**src/rtl/fseq_pkg.sv**
```systemverilog
package fseq_pkg;

   // Command bytes understood by the flash command register
   localparam logic [7:0] CMD_PROG_ARM  = 8'h40;
   localparam logic [7:0] CMD_PROG_CHK  = 8'hC0;
   localparam logic [7:0] CMD_ERASE     = 8'h20;
   localparam logic [7:0] CMD_ERASE_CHK = 8'hA0;
   localparam logic [7:0] CMD_RESET     = 8'hFF;

   localparam logic [7:0] BYTE_CLEAR    = 8'h00;
   localparam logic [7:0] BYTE_BLANK    = 8'hFF;

   typedef enum logic [1:0] {
      BUS_IDLE,
      BUS_SETUP,
      BUS_STROBE,
      BUS_HOLD
   } bus_phase_t;

   typedef enum logic [3:0] {
      SQ_IDLE,
      SQ_P_ARM,
      SQ_P_WRITE,
      SQ_P_WAIT,
      SQ_P_CHKCMD,
      SQ_P_READ,
      SQ_E_ARM,
      SQ_E_FIRE,
      SQ_E_WAIT,
      SQ_E_CHKCMD,
      SQ_E_READ,
      SQ_X_FIRST,
      SQ_X_SECOND,
      SQ_FINISH
   } seq_state_t;

endpackage

```
**src/rtl/fseq_bus.sv**
```systemverilog
module fseq_bus
   import fseq_pkg::*;
#(
   parameter int AW     = 17,
   parameter int WE_CYC = 4
) (
   input  logic          clk,
   input  logic          rst_n,
   input  logic          start,
   input  logic          rd,
   input  logic [AW-1:0] addr_in,
   input  logic [7:0]    data_in,
   output logic          fin,
   output logic [7:0]    rdata,
   output logic          ce_n,
   output logic          we_n,
   output logic          oe_n,
   output logic [AW-1:0] addr_o,
   output logic [7:0]    dout,
   input  logic [7:0]    din
);

   localparam int CW = $clog2(WE_CYC + 1);

   bus_phase_t    phase;
   logic [CW-1:0] cnt;
   logic          rd_q;

   always_ff @(posedge clk or negedge rst_n) begin
      if (!rst_n) begin
         phase  <= BUS_IDLE;
         cnt    <= '0;
         rd_q   <= 1'b0;
         addr_o <= '0;
         dout   <= '0;
         rdata  <= '0;
      end else begin
         case (phase)
            BUS_IDLE: begin
               if (start) begin
                  rd_q   <= rd;
                  addr_o <= addr_in;
                  dout   <= data_in;
                  phase  <= BUS_SETUP;
               end
            end
            BUS_SETUP: begin
               cnt   <= CW'(WE_CYC - 1);
               phase <= BUS_STROBE;
            end
            BUS_STROBE: begin
               if (cnt == '0) begin
                  phase <= BUS_HOLD;
                  if (rd_q) rdata <= din;
               end else begin
                  cnt <= cnt - 1'b1;
               end
            end
            default: phase <= BUS_IDLE;
         endcase
      end
   end

   assign fin  = (phase == BUS_HOLD);
   assign ce_n = (phase == BUS_IDLE);
   assign we_n = !((phase == BUS_STROBE) && !rd_q);
   assign oe_n = !((phase == BUS_STROBE) && rd_q);

endmodule

```
**src/rtl/fseq_timer.sv**
```systemverilog
module fseq_timer #(
   parameter int unsigned PROG_WAIT  = 1000,
   parameter int unsigned ERASE_WAIT = 950000
) (
   input  logic clk,
   input  logic rst_n,
   input  logic start,
   input  logic sel_long,
   output logic expired
);

   localparam int unsigned LONGEST = (ERASE_WAIT > PROG_WAIT) ? ERASE_WAIT : PROG_WAIT;
   localparam int TW = $clog2(LONGEST + 1);

   logic [TW-1:0] cnt;
   logic          run;

   always_ff @(posedge clk or negedge rst_n) begin
      if (!rst_n) begin
         cnt <= '0;
         run <= 1'b0;
      end else if (start) begin
         run <= 1'b1;
         cnt <= sel_long ? TW'(ERASE_WAIT) : TW'(PROG_WAIT);
      end else if (run) begin
         if (cnt == '0) run <= 1'b0;
         else           cnt <= cnt - 1'b1;
      end
   end

   assign expired = run && (cnt == '0);

endmodule

```
**src/rtl/fseq_ctrl.sv**
```systemverilog
module fseq_ctrl
   import fseq_pkg::*;
#(
   parameter int AW          = 17,
   parameter int PROG_TRIES  = 25,
   parameter int ERASE_TRIES = 1000
) (
   input  logic          clk,
   input  logic          rst_n,
   input  logic          req_prog,
   input  logic          req_erase,
   input  logic [AW-1:0] req_addr,
   input  logic [7:0]    req_data,
   output logic          bus_start,
   output logic          bus_rd,
   output logic [AW-1:0] bus_addr,
   output logic [7:0]    bus_data,
   input  logic          bus_fin,
   input  logic [7:0]    bus_rdata,
   output logic          tmr_start,
   output logic          tmr_long,
   input  logic          tmr_exp,
   output logic          busy,
   output logic          done,
   output logic          err
);

   localparam int PW = $clog2(PROG_TRIES + 1);
   localparam int EW = $clog2(ERASE_TRIES + 1);
   localparam logic [AW-1:0] LAST_ADDR = {AW{1'b1}};

   seq_state_t    st;
   logic          pend;
   logic          whole_chip;
   logic [AW-1:0] cur;
   logic [7:0]    want;
   logic [PW-1:0] ptry;
   logic [EW-1:0] etry;
   logic          failed;
   logic          on_bus;

   // Bus request fields per state
   always_comb begin
      on_bus   = 1'b1;
      bus_rd   = 1'b0;
      bus_addr = cur;
      bus_data = CMD_RESET;
      case (st)
         SQ_P_ARM:    bus_data = CMD_PROG_ARM;
         SQ_P_WRITE:  bus_data = want;
         SQ_P_CHKCMD: bus_data = CMD_PROG_CHK;
         SQ_P_READ:   bus_rd   = 1'b1;
         SQ_E_ARM,
         SQ_E_FIRE:   bus_data = CMD_ERASE;
         SQ_E_CHKCMD: bus_data = CMD_ERASE_CHK;
         SQ_E_READ:   bus_rd   = 1'b1;
         SQ_X_FIRST,
         SQ_X_SECOND: bus_data = CMD_RESET;
         default:     on_bus   = 1'b0;
      endcase
   end

   assign bus_start = on_bus && !pend;
   assign tmr_start = bus_fin && ((st == SQ_P_WRITE) || (st == SQ_E_FIRE));
   assign tmr_long  = (st == SQ_E_FIRE);
   assign busy      = (st != SQ_IDLE);
   assign done      = (st == SQ_FINISH);
   assign err       = done && failed;

   always_ff @(posedge clk or negedge rst_n) begin
      if (!rst_n) begin
         st         <= SQ_IDLE;
         pend       <= 1'b0;
         whole_chip <= 1'b0;
         cur        <= '0;
         want       <= '0;
         ptry       <= '0;
         etry       <= '0;
         failed     <= 1'b0;
      end else begin
         if (bus_start) pend <= 1'b1;
         else if (bus_fin) pend <= 1'b0;

         case (st)
            SQ_IDLE: begin
               ptry   <= '0;
               etry   <= '0;
               failed <= 1'b0;
               if (req_erase) begin
                  whole_chip <= 1'b1;
                  cur        <= '0;
                  want       <= BYTE_CLEAR;
                  st         <= SQ_P_ARM;
               end else if (req_prog) begin
                  whole_chip <= 1'b0;
                  cur        <= req_addr;
                  want       <= req_data;
                  st         <= SQ_P_ARM;
               end
            end
            SQ_P_ARM:    if (bus_fin) st <= SQ_P_WRITE;
            SQ_P_WRITE:  if (bus_fin) st <= SQ_P_WAIT;
            SQ_P_WAIT:   if (tmr_exp) st <= SQ_P_CHKCMD;
            SQ_P_CHKCMD: if (bus_fin) st <= SQ_P_READ;
            SQ_P_READ: begin
               if (bus_fin) begin
                  if (bus_rdata == want) begin
                     ptry <= '0;
                     if (!whole_chip) begin
                        st <= SQ_X_FIRST;
                     end else if (cur == LAST_ADDR) begin
                        cur <= '0;
                        st  <= SQ_E_ARM;
                     end else begin
                        cur <= cur + 1'b1;
                        st  <= SQ_P_ARM;
                     end
                  end else if (ptry == PW'(PROG_TRIES - 1)) begin
                     failed <= 1'b1;
                     st     <= SQ_X_FIRST;
                  end else begin
                     ptry <= ptry + 1'b1;
                     st   <= SQ_P_ARM;
                  end
               end
            end
            SQ_E_ARM:    if (bus_fin) st <= SQ_E_FIRE;
            SQ_E_FIRE:   if (bus_fin) st <= SQ_E_WAIT;
            SQ_E_WAIT:   if (tmr_exp) st <= SQ_E_CHKCMD;
            SQ_E_CHKCMD: if (bus_fin) st <= SQ_E_READ;
            SQ_E_READ: begin
               if (bus_fin) begin
                  if (bus_rdata == BYTE_BLANK) begin
                     if (cur == LAST_ADDR) begin
                        st <= SQ_X_FIRST;
                     end else begin
                        cur <= cur + 1'b1;
                        st  <= SQ_E_CHKCMD;
                     end
                  end else if (etry == EW'(ERASE_TRIES - 1)) begin
                     failed <= 1'b1;
                     st     <= SQ_X_FIRST;
                  end else begin
                     etry <= etry + 1'b1;
                     st   <= SQ_E_ARM;
                  end
               end
            end
            SQ_X_FIRST:  if (bus_fin) st <= SQ_X_SECOND;
            SQ_X_SECOND: if (bus_fin) st <= SQ_FINISH;
            default:     st <= SQ_IDLE;
         endcase
      end
   end

endmodule

```
**src/rtl/flash_seq.sv**
```systemverilog
module flash_seq #(
   parameter int AW          = 17,
   parameter int WE_CYC      = 4,
   parameter int PROG_WAIT   = 1000,
   parameter int ERASE_WAIT  = 950000,
   parameter int PROG_TRIES  = 25,
   parameter int ERASE_TRIES = 1000
) (
   input  logic          clk,
   input  logic          rst_n,
   input  logic          req_prog,
   input  logic          req_erase,
   input  logic [AW-1:0] req_addr,
   input  logic [7:0]    req_data,
   output logic          busy,
   output logic          done,
   output logic          err,
   output logic          fl_ce_n,
   output logic          fl_we_n,
   output logic          fl_oe_n,
   output logic [AW-1:0] fl_addr,
   output logic [7:0]    fl_dout,
   input  logic [7:0]    fl_din
);

   generate
      if (AW < 1 || AW > 30) begin : g_bad_aw
         $error("flash_seq: AW must lie in 1..30");
      end
      if (WE_CYC < 1) begin : g_bad_we
         $error("flash_seq: WE_CYC must be at least 1");
      end
      if (PROG_WAIT < 1 || ERASE_WAIT < 1) begin : g_bad_wait
         $error("flash_seq: wait times must be at least 1 cycle");
      end
      if (PROG_TRIES < 1 || ERASE_TRIES < 1) begin : g_bad_tries
         $error("flash_seq: retry limits must be at least 1");
      end
   endgenerate

   logic          bus_start, bus_rd, bus_fin;
   logic [AW-1:0] bus_addr;
   logic [7:0]    bus_data, bus_rdata;
   logic          tmr_start, tmr_long, tmr_exp;

   fseq_ctrl #(
      .AW(AW), .PROG_TRIES(PROG_TRIES), .ERASE_TRIES(ERASE_TRIES)
   ) u_ctrl (
      .clk(clk), .rst_n(rst_n),
      .req_prog(req_prog), .req_erase(req_erase),
      .req_addr(req_addr), .req_data(req_data),
      .bus_start(bus_start), .bus_rd(bus_rd),
      .bus_addr(bus_addr), .bus_data(bus_data),
      .bus_fin(bus_fin), .bus_rdata(bus_rdata),
      .tmr_start(tmr_start), .tmr_long(tmr_long), .tmr_exp(tmr_exp),
      .busy(busy), .done(done), .err(err)
   );

   fseq_bus #(.AW(AW), .WE_CYC(WE_CYC)) u_bus (
      .clk(clk), .rst_n(rst_n),
      .start(bus_start), .rd(bus_rd),
      .addr_in(bus_addr), .data_in(bus_data),
      .fin(bus_fin), .rdata(bus_rdata),
      .ce_n(fl_ce_n), .we_n(fl_we_n), .oe_n(fl_oe_n),
      .addr_o(fl_addr), .dout(fl_dout), .din(fl_din)
   );

   fseq_timer #(
      .PROG_WAIT(PROG_WAIT), .ERASE_WAIT(ERASE_WAIT)
   ) u_timer (
      .clk(clk), .rst_n(rst_n),
      .start(tmr_start), .sel_long(tmr_long), .expired(tmr_exp)
   );

endmodule

```
**config.mk**
```make
export PLATFORM = sky130hd
export DESIGN_NAME = flash_seq
export DESIGN_NICKNAME = d
export VERILOG_FILES = /design/src/rtl/fseq_pkg.sv /design/src/rtl/fseq_bus.sv /design/src/rtl/fseq_timer.sv /design/src/rtl/fseq_ctrl.sv /design/src/rtl/flash_seq.sv
export SDC_FILE = /design/constraint.sdc
export NUM_CORES = 1
export LEC_CHECK = 0
export ABC_CLOCK_PERIOD_IN_PS = 4440
export BUFFER_PORTS_ARGS = -buffer_cell sky130_fd_sc_hd__buf_4
export CORE_ASPECT_RATIO = 1.5
export CORE_UTILIZATION = 63
export CTS_BUF_LIST = sky130_fd_sc_hd__clkbuf_8 sky130_fd_sc_hd__clkbuf_16
export CTS_CLUSTER_SIZE = 16
export DETAILED_ROUTE_END_ITERATION = 10
export MAX_ROUTING_LAYER = met4
export PLACE_DENSITY = 0.87
export SLEW_MARGIN = 20
export SYNTH_ARGS = -nofsm -noshare
export SYNTH_HDL_FRONTEND = slang
export SYNTH_SLANG_ARGS = --single-unit
```
**constraint.sdc**
```tcl
create_clock -name clk -period 4.44 [get_ports clk]
set_input_delay 0.444 -clock clk [delete_from_list [all_inputs] [get_ports clk]]
set_output_delay 0.444 -clock clk [all_outputs]
set_load 0.02 [all_outputs]
```
==> summary.txt <==
Die
  – Core ar.: 8776 sq um
  – Die area: 9376 sq um
  – FP Rows: 42
  – Top Ports: 68
  – Die Width: 79.40 microns
  – Initial Utilization: 0.6450
  – Die Y-Extent: 118.1 microns

Critical path
  – Req. time, crit path: 4630 ps
  – Launching element type of the critical path: flop
  – Worst-path maximum fanout: 34
  – CP Launch Point: u_ctrl.bus_addr[0]
  – Crit Path Category: reg2reg
  – Crit Reg-Reg Startpoint: u_ctrl.bus_addr[0]
  – Crit. End Element: flop
  – Critical Path AT: 3590 ps
  – R2r setup slk: 1050 ps

Route
  – Post-route DRC: 0
  – Pre-antenna DRT Iters: 6
  – Vias: 5023
  – Final ANT Viol Nets: 0
  – Routed WL: 13950 microns
  – Starting DRT DRC Count: 404
  – Vias per cell: 6.302
  – Met2 Wirelength: 7388 microns
  – Met1 wire length: 5413 microns
  – Post-DR wirelength/cell: 17.51 microns
  – Uppermost layer routed: met4
  – Routed wire length on met3: 658 microns

GRT
  – Vias in the first global route: 4984
  – Antenna violations before repair: 0
  – Gr ovfl total: 0
  – First-pass GRT wire length: 23190 microns
  – Largest net degree at the start of global routing: 76
  – All-Layer GR Usage: 0.3273

Clock tree
  – Root Driver: clkbuf_16
  – CTS Hold Bufs: 0
  – Setup Fix Bufs, Post-CTS: 0
  – CTS tree: yes
  – TritonCTS buffer count: 9
  – # resized after CTS: 0
  – Later-pin clock latency in the skew report: 350 ps
  – Reg clk slew, reported paths: 70 ps
  – H-tree depth: 3
  – Clock Sinks: 107
  – Clock buffer depth: 2

Timing
  – Final setup violating endpoints: 0
  – Max transition margin: 0.2953
  – Fin. Hold Viols: 0
  – Final WS setup: 1047 ps
  – Worst-Margin Slew: 1057 ps
  – Max frequency: 294.7 MHz
  – Final slew viol count: 0
  – Hold slack: 238.1 ps
  – Final Cycle Share: 0.7642
  – RSZ-0062 raised after global routing: false
  – Worst clock skew: 5.783 ps
  – Crit path time final: 3393 ps
  – Setup TNS Final: 0 ps

Synth
  – Sequential area share after synthesis: 0.4730
  – Syn avg cell area: 9.013 sq um
  – Dominant synthesized flop cell: dfrtp_1
  – EDFF count, synth: 0
  – Cell count after synthesis: 628
  – Area share of the largest cell type after synthesis: 0.4730
  – Ranking of synthesized cells by area: dfrtp_1 47%, nand2_1 7.0%, o21ai_0 4.2%
  – Post-Syn Nets: 679
  – Compound-Gate Fraction of Synth Area: 0.1680
  – Synth Area in Adders: 0.03095
  – Post-synthesis cell type count: 60
  – Simple-Gate Fraction of Synth Area: 0.2283
  – Synthesized area: 5660 sq um
  – Fraction of registers with async set/reset: 1.000
  – Yosys warns: 0
  – Seq cells post-synth: 107
  – XOR/XNOR Fraction of Synth Area: 0.04332
  – Cell taking the most area after synthesis: dfrtp_1
  – Multiplexer area fraction after synthesis: 0.02697
  – Largest family of logic cells by synthesized area: simple AND/OR/NAND/NOR gates

Cells and area
  – Area Growth Syn to Fin: 15.25%
  – Commonest non-fill, non-tap cell in the layout: dfrtp_1
  – Area of the multi-input gates: 2816 sq um
  – ANT cells: 0
  – Share of cells above drive strength 1: 0.1485
  – Most frequent cells in the layout: 107 x dfrtp_1, 105 x nand2_1, 71 x buf_4, 60 x nor2_1, 48 x o21ai_0
  – Final core utilization: 0.7434
  – Layout filler cell count: 620
  – Register area: 2678 sq um
  – Final instance area: 6524 sq um
  – Nets@finish: 734

Hold path
  – Hold crit path type: in2async

Pwr
  – Leak: 3.039 nW
  – PwrDens: 677.0 nW/um^2
  – Worst vdd ir: 0.0004087 V

Run status
  – Status: complete, no violations

Flow run
  – Max Cap Viol: 0

Placement
  – Area after DPL: 6221 sq um
  – GPL Wtd Cong: 0.9774
  – DP HPWL: 9674 microns
  – Dpl ws: 1106 ps
  – PortBufs: 67
==> synth_stat cells, drive strengths merged, types with 4 or more instances <==
cell	n
dfrtp	107
nand2	105
nor2	60
o21ai	50
a21oi	42
clkbuf	24
nor3	24
xor2	22
inv	17
ha	14
nand4	12
nand3	11
a22o	10
a31oi	10
mux2	10
nor4	10
and3	7
a311oi	6
nand2b	6
nor2b	6
o31ai	6
xnor2	6
nand4b	5
mux2i	4
nand3b	4
nor3b	4
or3	4
==> cells by family after synthesis <==
logic type                 Yosys count
and+or+nand+nor                    269
AOI/OAI and AO/OA                  152
DFF                                107
buffers and inverters               44
xor gates and xnor gates            28
muxes                               14
adders and majority gates           14
==> state kept, by name, indices dropped and copies added (netlist names), 2 cells and up <==
| signal | count |
|---|---|
| u_bus.dout | 8 |
| u_bus.addr_o | 17 |
| u_ctrl.want | 8 |
| u_ctrl.ptry | 5 |
| u_bus.phase | 2 |
| u_timer.cnt | 20 |
| u_bus.cnt | 3 |
| u_bus.rdata | 8 |
| u_ctrl.etry | 10 |
| u_ctrl.bus_addr | 17 |
| u_ctrl.st | 4 |
==> final timing paths <==
kind,depth (start not counted),end
worst max-delay path,10,u_ctrl.bus_addr[10]
worst min-delay path,1,u_bus.rdata[4]
worst max register to register,10,u_ctrl.bus_addr[10]
worst min register to register,2,u_bus.addr_o[15]
max in group asynchronous,2,u_ctrl.bus_addr[14]
min in group clk,2,u_ctrl.want[1]
==> critical path, stage by stage (launching register included) <==
cell     delay, ps
dfrtp_1        430
ha_1           250
and3_1         230
and4_1         240
and3_1         200
and3_1         200
ha_1           200
or3_1          380
a221o_1        660
o21ai_0        320
o21ai_0        110
==> final cells by class <==
| class | instances | share of cell area |
|---|---|---|
| repair buffers | 71 | 0.08170 |
| well taps | 110 | 0.02110 |
| flip-flops and latches | 107 | 0.4104 |
| clock buffers | 11 | 0.03874 |
| clock inverters | 4 | 0.006521 |
| inverters | 17 | 0.009781 |
| multi-input cells | 477 | 0.4317 |
==> metrics by stage <==
step,power [mW],cells
floorplan,2.990,628
global route,4.697,797
CTS,4.398,796
finish,4.417,797
detailed placement,3.590,781
global placement,3.461,781
==> metal layers <==
metal | vias to the layer above | GRT usage
met5 | - | -
met4 | 0 | 0.1489
met3 | 45 | 0.03101
met2 | 196 | 0.5630
met1 | 2455 | 0.3807
li1 | 2327 | -
==> report_power, final <==
part / switching, mW / internal (mW)
clock network: 0.338 / 0.460
registers: 0.457 / 1.36
logic: 1.05 / 0.744
total: 1.85 / 2.57
Note: power is estimated with default switching activity, not from simulation.
